==> config.mk <==
export PLATFORM = sky130hd
export DESIGN_NAME = prv_irq_bank
export DESIGN_NICKNAME = d
export VERILOG_FILES = /design/src/rtl/prv_irq_pkg.sv /design/src/rtl/prv_grp_resolve.sv /design/src/rtl/prv_prio_lane.sv /design/src/rtl/prv_sgi_filter.sv /design/src/rtl/prv_irq_bank.sv
export SDC_FILE = /design/constraint.sdc
export NUM_CORES = 1
export LEC_CHECK = 0
export ABC_CLOCK_PERIOD_IN_PS = 3300
export CORE_UTILIZATION = 30
export CTS_BUF_LIST = sky130_fd_sc_hd__clkbuf_4 sky130_fd_sc_hd__clkbuf_8
export CTS_CLUSTER_DIAMETER = 100
export DETAILED_ROUTE_END_ITERATION = 16
export DONT_BUFFER_PORTS = 1
export GPL_TIMING_DRIVEN = 0
export PLACE_DENSITY = 0.49
export RECOVER_POWER = 100
export REMOVE_ABC_BUFFERS = 1
export SYNTH_ARGS = -nofsm -noshare
export SYNTH_HDL_FRONTEND = slang
export SYNTH_SLANG_ARGS = --single-unit
export TNS_END_PERCENT = 10
==> constraint.sdc <==
create_clock -name clk -period 3.3 [get_ports clk]
set_clock_uncertainty 0.2 [all_clocks]
set_input_delay 0.495 -clock clk [delete_from_list [all_inputs] [get_ports clk]]
set_output_delay 0.495 -clock clk [all_outputs]
set_load 0.01 [all_outputs]
==> src/rtl/prv_irq_pkg.sv <==
package prv_irq_pkg;
  typedef enum logic [1:0] {
    GRP_G0   = 2'd0,
    GRP_G1S  = 2'd1,
    GRP_G1NS = 2'd2
  } irq_grp_e;

  localparam int A_GRP       = 0;
  localparam int A_GMOD      = 1;
  localparam int A_EN_SET    = 2;
  localparam int A_EN_CLR    = 3;
  localparam int A_PD_SET    = 4;
  localparam int A_PD_CLR    = 5;
  localparam int A_AC_SET    = 6;
  localparam int A_AC_CLR    = 7;
  localparam int A_CFG_SGI   = 8;
  localparam int A_CFG_PPI   = 9;
  localparam int A_NSAC      = 10;
  localparam int A_PRIO_BASE = 16;
endpackage

==> src/rtl/prv_grp_resolve.sv <==
module prv_grp_resolve
  import prv_irq_pkg::*;
(
  input  logic     sec_dis,
  input  logic     mod_b,
  input  logic     grp_b,
  output irq_grp_e grp_o
);
  always_comb begin
    if (sec_dis) begin
      grp_o = grp_b ? GRP_G1NS : GRP_G0;
    end else begin
      unique case ({mod_b, grp_b})
        2'b00:   grp_o = GRP_G0;
        2'b10:   grp_o = GRP_G1S;
        default: grp_o = GRP_G1NS;
      endcase
    end
  end
endmodule

==> src/rtl/prv_prio_lane.sv <==
module prv_prio_lane #(
  parameter int PRIO_W = 8
) (
  input  logic              ns_view,
  input  logic              lane_ok,
  input  logic [PRIO_W-1:0] stored,
  input  logic [PRIO_W-1:0] wr_byte,
  output logic [PRIO_W-1:0] wr_val,
  output logic [PRIO_W-1:0] rd_val
);
  always_comb begin
    wr_val = ns_view ? {1'b1, wr_byte[PRIO_W-1:1]} : wr_byte;
    if (!lane_ok)     rd_val = '0;
    else if (ns_view) rd_val = {stored[PRIO_W-2:0], 1'b0};
    else              rd_val = stored;
  end
endmodule

==> src/rtl/prv_sgi_filter.sv <==
module prv_sgi_filter
  import prv_irq_pkg::*;
(
  input  logic     valid,
  input  logic     sec_dis,
  input  logic     req_ns,
  input  irq_grp_e req_grp,
  input  irq_grp_e tgt_grp,
  input  logic [1:0] tgt_nsac,
  output logic     accept
);
  irq_grp_e eff_grp;
  logic     grp_drop, lvl_drop;

  always_comb begin
    eff_grp  = (tgt_grp == GRP_G0 && req_grp == GRP_G1S) ? GRP_G0 : req_grp;
    grp_drop = (eff_grp == GRP_G0) && (tgt_grp != GRP_G0);
    lvl_drop = req_ns && !sec_dis &&
               (((tgt_grp == GRP_G0)  && (tgt_nsac < 2'd1)) ||
                ((tgt_grp == GRP_G1S) && (tgt_nsac < 2'd2)));
    accept   = valid && !grp_drop && !lvl_drop;
  end

  // a plain group-0 request never lands on a non-group-0 target
  always_comb begin
    if (valid && req_grp == GRP_G0 && tgt_grp != GRP_G0)
      assert_g0_drop_R8: assert (!accept);
  end
endmodule

==> src/rtl/prv_irq_bank.sv <==
module prv_irq_bank
  import prv_irq_pkg::*;
#(
  parameter int NUM_LOCAL = 16,
  parameter int PRIO_W    = 8,
  parameter int ADDR_W    = 6,
  localparam int NUM_IRQ  = 2 * NUM_LOCAL,
  localparam int DATA_W   = NUM_IRQ,
  localparam int ID_W     = $clog2(NUM_IRQ),
  localparam int SGI_ID_W = $clog2(NUM_LOCAL)
) (
  input  logic                 clk,
  input  logic                 rst,
  input  logic                 sec_dis,
  input  logic                 req_valid,
  input  logic                 req_write,
  input  logic                 req_secure,
  input  logic [ADDR_W-1:0]    req_addr,
  input  logic [DATA_W-1:0]    req_wdata,
  output logic [DATA_W-1:0]    rd_data,
  output logic                 rd_valid,
  input  logic                 sgi_valid,
  input  logic [SGI_ID_W-1:0]  sgi_id,
  input  logic [1:0]           sgi_grp,
  input  logic                 sgi_ns,
  input  logic [NUM_LOCAL-1:0] ppi_set,
  input  logic                 act_valid,
  input  logic [ID_W-1:0]      act_id,
  input  logic                 deact_valid,
  input  logic [ID_W-1:0]      deact_id,
  output logic [NUM_IRQ-1:0]   out_en,
  output logic [NUM_IRQ-1:0]   out_pend,
  output logic [NUM_IRQ-1:0]   out_act,
  output logic [2*NUM_IRQ-1:0] out_grp,
  output logic                 upd_pulse
);
  localparam int PPW        = DATA_W / PRIO_W;
  localparam int PRIO_WORDS = NUM_IRQ / PPW;

  logic [NUM_IRQ-1:0]   en_q, pend_q, act_q, grp_q, gmod_q;
  logic [NUM_IRQ-1:0]   en_d, pend_d, act_d, grp_d, gmod_d;
  logic [NUM_LOCAL-1:0] cfg_q, cfg_d;
  logic [2*NUM_LOCAL-1:0] nsac_q, nsac_d;
  logic [NUM_IRQ-1:0][PRIO_W-1:0] prio_q, prio_wv, prio_rv;
  logic [DATA_W-1:0]    rd_d;
  logic [NUM_IRQ-1:0]   vis;
  irq_grp_e             grp_res [NUM_IRQ];
  logic ns_blk, sec_full, wr, rd, sgi_ok;

  assign ns_blk   = !sec_dis && !req_secure;
  assign sec_full = !sec_dis && req_secure;
  assign wr       = req_valid && req_write;
  assign rd       = req_valid && !req_write;

  // per-interrupt group resolution and priority lanes
  for (genvar n = 0; n < NUM_IRQ; n++) begin : g_irq
    prv_grp_resolve u_grp (
      .sec_dis(sec_dis), .mod_b(gmod_q[n]), .grp_b(grp_q[n]), .grp_o(grp_res[n])
    );
    assign vis[n] = !ns_blk || (grp_res[n] == GRP_G1NS);
    assign out_grp[2*n +: 2] = grp_res[n];
    prv_prio_lane #(.PRIO_W(PRIO_W)) u_lane (
      .ns_view(ns_blk), .lane_ok(vis[n]), .stored(prio_q[n]),
      .wr_byte(req_wdata[(n % PPW)*PRIO_W +: PRIO_W]),
      .wr_val(prio_wv[n]), .rd_val(prio_rv[n])
    );
  end

  prv_sgi_filter u_sgi (
    .valid(sgi_valid), .sec_dis(sec_dis), .req_ns(sgi_ns),
    .req_grp(irq_grp_e'(sgi_grp)), .tgt_grp(grp_res[sgi_id]),
    .tgt_nsac(nsac_q[2*sgi_id +: 2]), .accept(sgi_ok)
  );

  // next-state: register writes, then activation strobes, then request sets
  always_comb begin
    en_d = en_q; pend_d = pend_q; act_d = act_q;
    grp_d = grp_q; gmod_d = gmod_q; cfg_d = cfg_q; nsac_d = nsac_q;
    if (wr) begin
      case (req_addr)
        ADDR_W'(A_GRP):    if (!ns_blk) grp_d = req_wdata;
        ADDR_W'(A_GMOD):   if (sec_full) gmod_d = req_wdata;
        ADDR_W'(A_EN_SET): en_d   = en_q   |  (req_wdata & vis);
        ADDR_W'(A_EN_CLR): en_d   = en_q   & ~(req_wdata & vis);
        ADDR_W'(A_PD_SET): pend_d = pend_q |  (req_wdata & vis);
        ADDR_W'(A_PD_CLR): pend_d = pend_q & ~(req_wdata & vis);
        ADDR_W'(A_AC_SET): act_d  = act_q  |  (req_wdata & vis);
        ADDR_W'(A_AC_CLR): act_d  = act_q  & ~(req_wdata & vis);
        ADDR_W'(A_CFG_PPI):
          for (int j = 0; j < NUM_LOCAL; j++)
            if (vis[NUM_LOCAL+j]) cfg_d[j] = req_wdata[2*j+1];
        ADDR_W'(A_NSAC):   if (sec_full) nsac_d = req_wdata;
        default: ;
      endcase
    end
    if (deact_valid) act_d[deact_id] = 1'b0;
    if (act_valid) begin
      pend_d[act_id] = 1'b0;
      act_d[act_id]  = 1'b1;
    end
    pend_d[NUM_IRQ-1:NUM_LOCAL] = pend_d[NUM_IRQ-1:NUM_LOCAL] | ppi_set;
    if (sgi_ok) pend_d[sgi_id] = 1'b1;
  end

  // read mux
  always_comb begin
    rd_d = '0;
    case (req_addr)
      ADDR_W'(A_GRP):  if (!ns_blk) rd_d = grp_q;
      ADDR_W'(A_GMOD): if (sec_full) rd_d = gmod_q;
      ADDR_W'(A_EN_SET), ADDR_W'(A_EN_CLR): rd_d = en_q & vis;
      ADDR_W'(A_PD_SET), ADDR_W'(A_PD_CLR): rd_d = pend_q & vis;
      ADDR_W'(A_AC_SET), ADDR_W'(A_AC_CLR): rd_d = act_q & vis;
      ADDR_W'(A_CFG_SGI):
        for (int j = 0; j < NUM_LOCAL; j++) rd_d[2*j+1] = vis[j];
      ADDR_W'(A_CFG_PPI):
        for (int j = 0; j < NUM_LOCAL; j++) rd_d[2*j+1] = cfg_q[j] & vis[NUM_LOCAL+j];
      ADDR_W'(A_NSAC): if (sec_full) rd_d = nsac_q;
      default: begin
        for (int k = 0; k < PRIO_WORDS; k++)
          if (req_addr == ADDR_W'(A_PRIO_BASE + k))
            for (int i = 0; i < PPW; i++)
              rd_d[i*PRIO_W +: PRIO_W] = prio_rv[k*PPW+i];
      end
    endcase
  end

  always_ff @(posedge clk) begin
    if (rst) begin
      en_q <= '0; pend_q <= '0; act_q <= '0; grp_q <= '0; gmod_q <= '0;
      cfg_q <= '0; nsac_q <= '0; prio_q <= '0;
      rd_data <= '0; rd_valid <= 1'b0; upd_pulse <= 1'b0;
    end else begin
      en_q <= en_d; pend_q <= pend_d; act_q <= act_d; grp_q <= grp_d;
      gmod_q <= gmod_d; cfg_q <= cfg_d; nsac_q <= nsac_d;
      for (int n = 0; n < NUM_IRQ; n++)
        if (wr && vis[n] && req_addr == ADDR_W'(A_PRIO_BASE + n / PPW))
          prio_q[n] <= prio_wv[n];
      rd_valid  <= rd;
      if (rd) rd_data <= rd_d;
      upd_pulse <= |(pend_d & ~pend_q);
    end
  end

  assign out_en   = en_q;
  assign out_pend = pend_q;
  assign out_act  = act_q;

  // ---------------- assertions ----------------
  assert_reset_clear_R1: assert property (@(posedge clk) disable iff (rst)
    $past(rst) |-> (out_en == '0 && out_pend == '0 && out_act == '0 && !upd_pulse));

  assert_ns_en_hidden_R3: assert property (@(posedge clk) disable iff (rst)
    (wr && ns_blk && req_addr == ADDR_W'(A_EN_SET)) |=>
      ((out_en & ~$past(vis)) == ($past(out_en) & ~$past(vis))));

  assert_grp_ns_locked_R7: assert property (@(posedge clk) disable iff (rst)
    (wr && ns_blk && req_addr == ADDR_W'(A_GRP)) |=> $stable(grp_q));

  assert_gmod_secdis_locked_R7: assert property (@(posedge clk) disable iff (rst)
    (wr && sec_dis && req_addr == ADDR_W'(A_GMOD)) |=> $stable(gmod_q));

  assert_ppi_lands_R10: assert property (@(posedge clk) disable iff (rst)
    (|ppi_set) |=> ((out_pend[NUM_IRQ-1:NUM_LOCAL] & $past(ppi_set)) == $past(ppi_set)));

  assert_activate_R11: assert property (@(posedge clk) disable iff (rst)
    act_valid |=> out_act[$past(act_id)]);

  assert_upd_R12: assert property (@(posedge clk) disable iff (rst)
    upd_pulse == (|(out_pend & ~$past(out_pend))));

  assert_rd_valid_R13: assert property (@(posedge clk) disable iff (rst)
    rd |=> rd_valid);
endmodule

==> metrics <==
status finished with violations; failing checks hold timing, capacitance limit, slew limit, setup timing; antenna violations before repair 13; IO Pins 274; Yosys top cell area share a little under two fifths; Least-Margin Pin Slew between 1500 and 2000 ps; P&R area growth vs syn 25.5%; hold crit path type in2reg; Final Setup Violations 31; combinational power share 8.1%; DRT iter0 DRCs between 2,000 and 3,000; crit path max fanout between 50 and 60; worst setup margin -124 ps; Wirelength per Cell 27.1 um; Post-Syn Instances 3,275; fin crit share 104%; worst path required time 3730 ps; endpoint class of the critical path flip-flop; max_cap viols 2; net switching power 3.77 mW; DP HPWL ~84 mm; Critical Path Sink out_pend[18]$_SDFF_PP0_; RSZ-0062 raised after global routing yes; crit-path most repeated cell o21ai_0; gpl congestion around 0.90; NumNets Final 3,561; syn_area_per_cell 8.11 um^2; total CTS buffers 94; critical path, cell by cell nor2b_1 -> nand2_2 -> o21ai_0 -> o21ai_0 -> a21oi_1 -> nor2_1 -> dlygate4sd3_1; ranking of synthesized cells by area dfxtp_1 38%, mux2i_1 9.5%, a211oi_1 6.2%; clock share of power 48.0%; vias in the first global route 25,300; placeable core region slightly below 90,000 um^2; non-filler cells, final between 4,000 and 5,000; drc violations 0; CTS clk-pin slew, worst paths 60 ps; CTS tree yes; worst reg-to-reg setup slack 30 ps; H-tree Lvls 3; FF+latch count, synth 498; Lkg Pwr roughly 13 nW; EDFF count, synth 0; Die Y 299 um; sequential share of power roughly 44%; worst hold slack -11.1 ps; post-synthesis adder-cell area fraction 0%; slew margin rel. -2.15%; cell accounting for the most synthesized area dfxtp_1; Initial Utilization 30.5%; Max Root-Sink Buffers 3; switching share of power 26.9%; Via density 5.80; combinational family with the most area after synthesis compound AO/OA/AOI/OAI gates; Critical Path AT 3850 ps; via count 27,300; Internal Power a little over 10 mW; post-synth cell types 75; commonest non-fill, non-tap cell in the layout dfxtp_1; Worst VDD drop about 280 uV; die width 299 um; Clock Sink Count 498; DRT antenna net count 0; hold wc startpoint act_id[2]; largest net degree at the start of global routing 500; fmax 0.292 GHz; Reg2Reg Depth 7; total grt overflow 0; I/O Buffers 0; crit-path max cell delay roughly 1100 ps; DP Area 27,000 um^2; DRT Wirelength 128 mm; final core utilization 38.2%; simple-gate share of the synthesized area 18.2%; floorplan row count 108; final instance area 33,300 um^2; setup_tns -849 ps; Worst R2R Start grp_q[6]$_SDFFE_PP0P_; FILL cells roughly 9,000; clock latency on the worst-skew pair 740 ps; Power Total 14.0 mW; commonest non-fill, non-tap cells in the layout 498 x dfxtp_1, 413 x nor2_1, 400 x dlygate4sd3_1, 350 x nand2_1, 312 x a21oi_1; reg-to-reg endpoint out_pend[4]$_SDFF_PP0_; Synth Cell Area 26,500 um^2; P per Cell Area 420 nW/um^2; overall routing resource usage 27.0%; final worst path period need between 3000 and 4000 ps; Critical path origin req_addr[1]; dpl cells 4,137; Ys Warns 0; DIE AREA 89,700 um^2; Critical Path Start Type input port; Fin. Hold Viols 1; CTS root buffer clkbuf_8; slowest CP cell nor2b_1; multiplexer area fraction after synthesis between 10% and 20%; Main synth FF type dfxtp_1; Setup WS pre-CTS -1420 ps; Crit Path Category in2reg; post-synthesis compound-gate area fraction a little over a quarter; Post-Synth XOR/XNOR Area 0%; sequential fraction of the synthesis area 37.6%; share of layout cells above drive strength 1 9.45%; fraction of registers with async set/reset 0%; first-pass GRT wire length roughly 180 mm; Max Slew Vio Count 53; 1st-pass router iterations 6
-- worst max-delay path, delay by kind of cell --
family / cells / cell delay, ps
buffers and inverters: 1 / 580
AOI/OAI and AO/OA: 3 / 680
and+or+nand+nor: 3 / 2040
-- worst min-delay path by stage --
| stage | endpoint | cells after the start |
|---|---|---|
| floorplan | cfg_q[13]$_SDFFE_PP0P_ | 2 |
| global placement | cfg_q[13]$_SDFFE_PP0P_ | 2 |
| detailed placement | gmod_q[11]$_SDFFE_PP0P_ | 2 |
| CTS | grp_q[17]$_SDFFE_PP0P_ | 1 |
| global route | prio_q[166]$_SDFFE_PP0P_ | 1 |
| finish | out_pend[19]$_SDFF_PP0_ | 4 |
-- cells in the mapped netlist (14+ instances only) --
| cell type | number |
|---|---|
| o21ai_1 | 14 |
| a22oi_1 | 28 |
| buf_2 | 81 |
| nor4_1 | 25 |
| a21oi_1 | 312 |
| nor2_1 | 423 |
| inv_1 | 21 |
| nand3_1 | 17 |
| nor2b_1 | 22 |
| o21ai_0 | 192 |
| a211oi_1 | 219 |
| nor2_2 | 20 |
| dfxtp_1 | 498 |
| o221ai_1 | 30 |
| and2_1 | 24 |
| mux2i_1 | 252 |
| a311oi_1 | 33 |
| o211ai_1 | 14 |
| nor3b_1 | 50 |
| o22ai_1 | 94 |
| o21a_1 | 28 |
| clkbuf_1 | 184 |
| a221oi_1 | 19 |
| mux2_2 | 26 |
| nand2_1 | 356 |
| and3_1 | 42 |
| buf_4 | 27 |
-- metal layers --
layer / part of all wire [%] / GRT usage (%) / vias up
met3: 11 / 8.08 / 262
met4: 4.1 / 10.7 / 10
met5: 0.054 / 0 / -
met1: 42 / 36.4 / 13200
met2: 43 / 40.2 / 1399
li1: - / - / 12500
-- cell type report --
cell class / instances / area [um^2] / share of cell area, %
Sequential cell: 498 / 9970 / 29.9
Antenna cell: 4 / 10.0 / 0.0301
Tap cell: 1155 / 1450 / 4.34
Clock buffer: 148 / 1890 / 5.67
Multi-Input combinational cell: 2441 / 15200 / 45.7
Clock inverter: 22 / 173 / 0.518
Inverter: 21 / 78.8 / 0.237
Timing Repair Buffer: 425 / 4520 / 13.6
-- registers in the layout, summed over array words and instances (netlist names), named ones only --
| register | cells |
|---|---|
| prio_q | 256 |
| rd_valid | 1 |
| upd_pulse | 1 |
| out_act | 32 |
| out_pend | 32 |
| cfg_q | 16 |
| gmod_q | 32 |
| grp_q | 32 |
| rd_data | 32 |
| nsac_q | 32 |
-- power groups by stage --
| stage | clock network, mW | logic, mW | registers (mW) |
|---|---|---|---|
| after floorplan | 0 | 0.679 | 6.24 |
| after global placement | 0 | 1.02 | 6.28 |
| after detailed placement | 0 | 0.877 | 6.28 |
| after CTS | 6.80 | 1.04 | 6.15 |
| after global routing | 7.07 | 1.18 | 6.15 |
| final | 6.71 | 1.13 | 6.15 |
-- logic make-up (layout without fill, tap and decap cells) --
logic type / after synthesis / count (layout)
AOI/OAI and AO/OA: 1096 / 1096
and+or+nand+nor: 1057 / 1057
DFF: 498 / 498
buffers and inverters: 336 / 616
muxes: 288 / 288
other: 0 / 4
-- timing repair --
item	in CTS	in global routing
buffers inserted	0	0
hold endpoints to repair	498	152
gates cloned	0	0
pin swaps	0	1
hold buffers	342	61
setup endpoints to repair	83	127
resized for setup	16	18
Power figures use the tool's default switching activity.
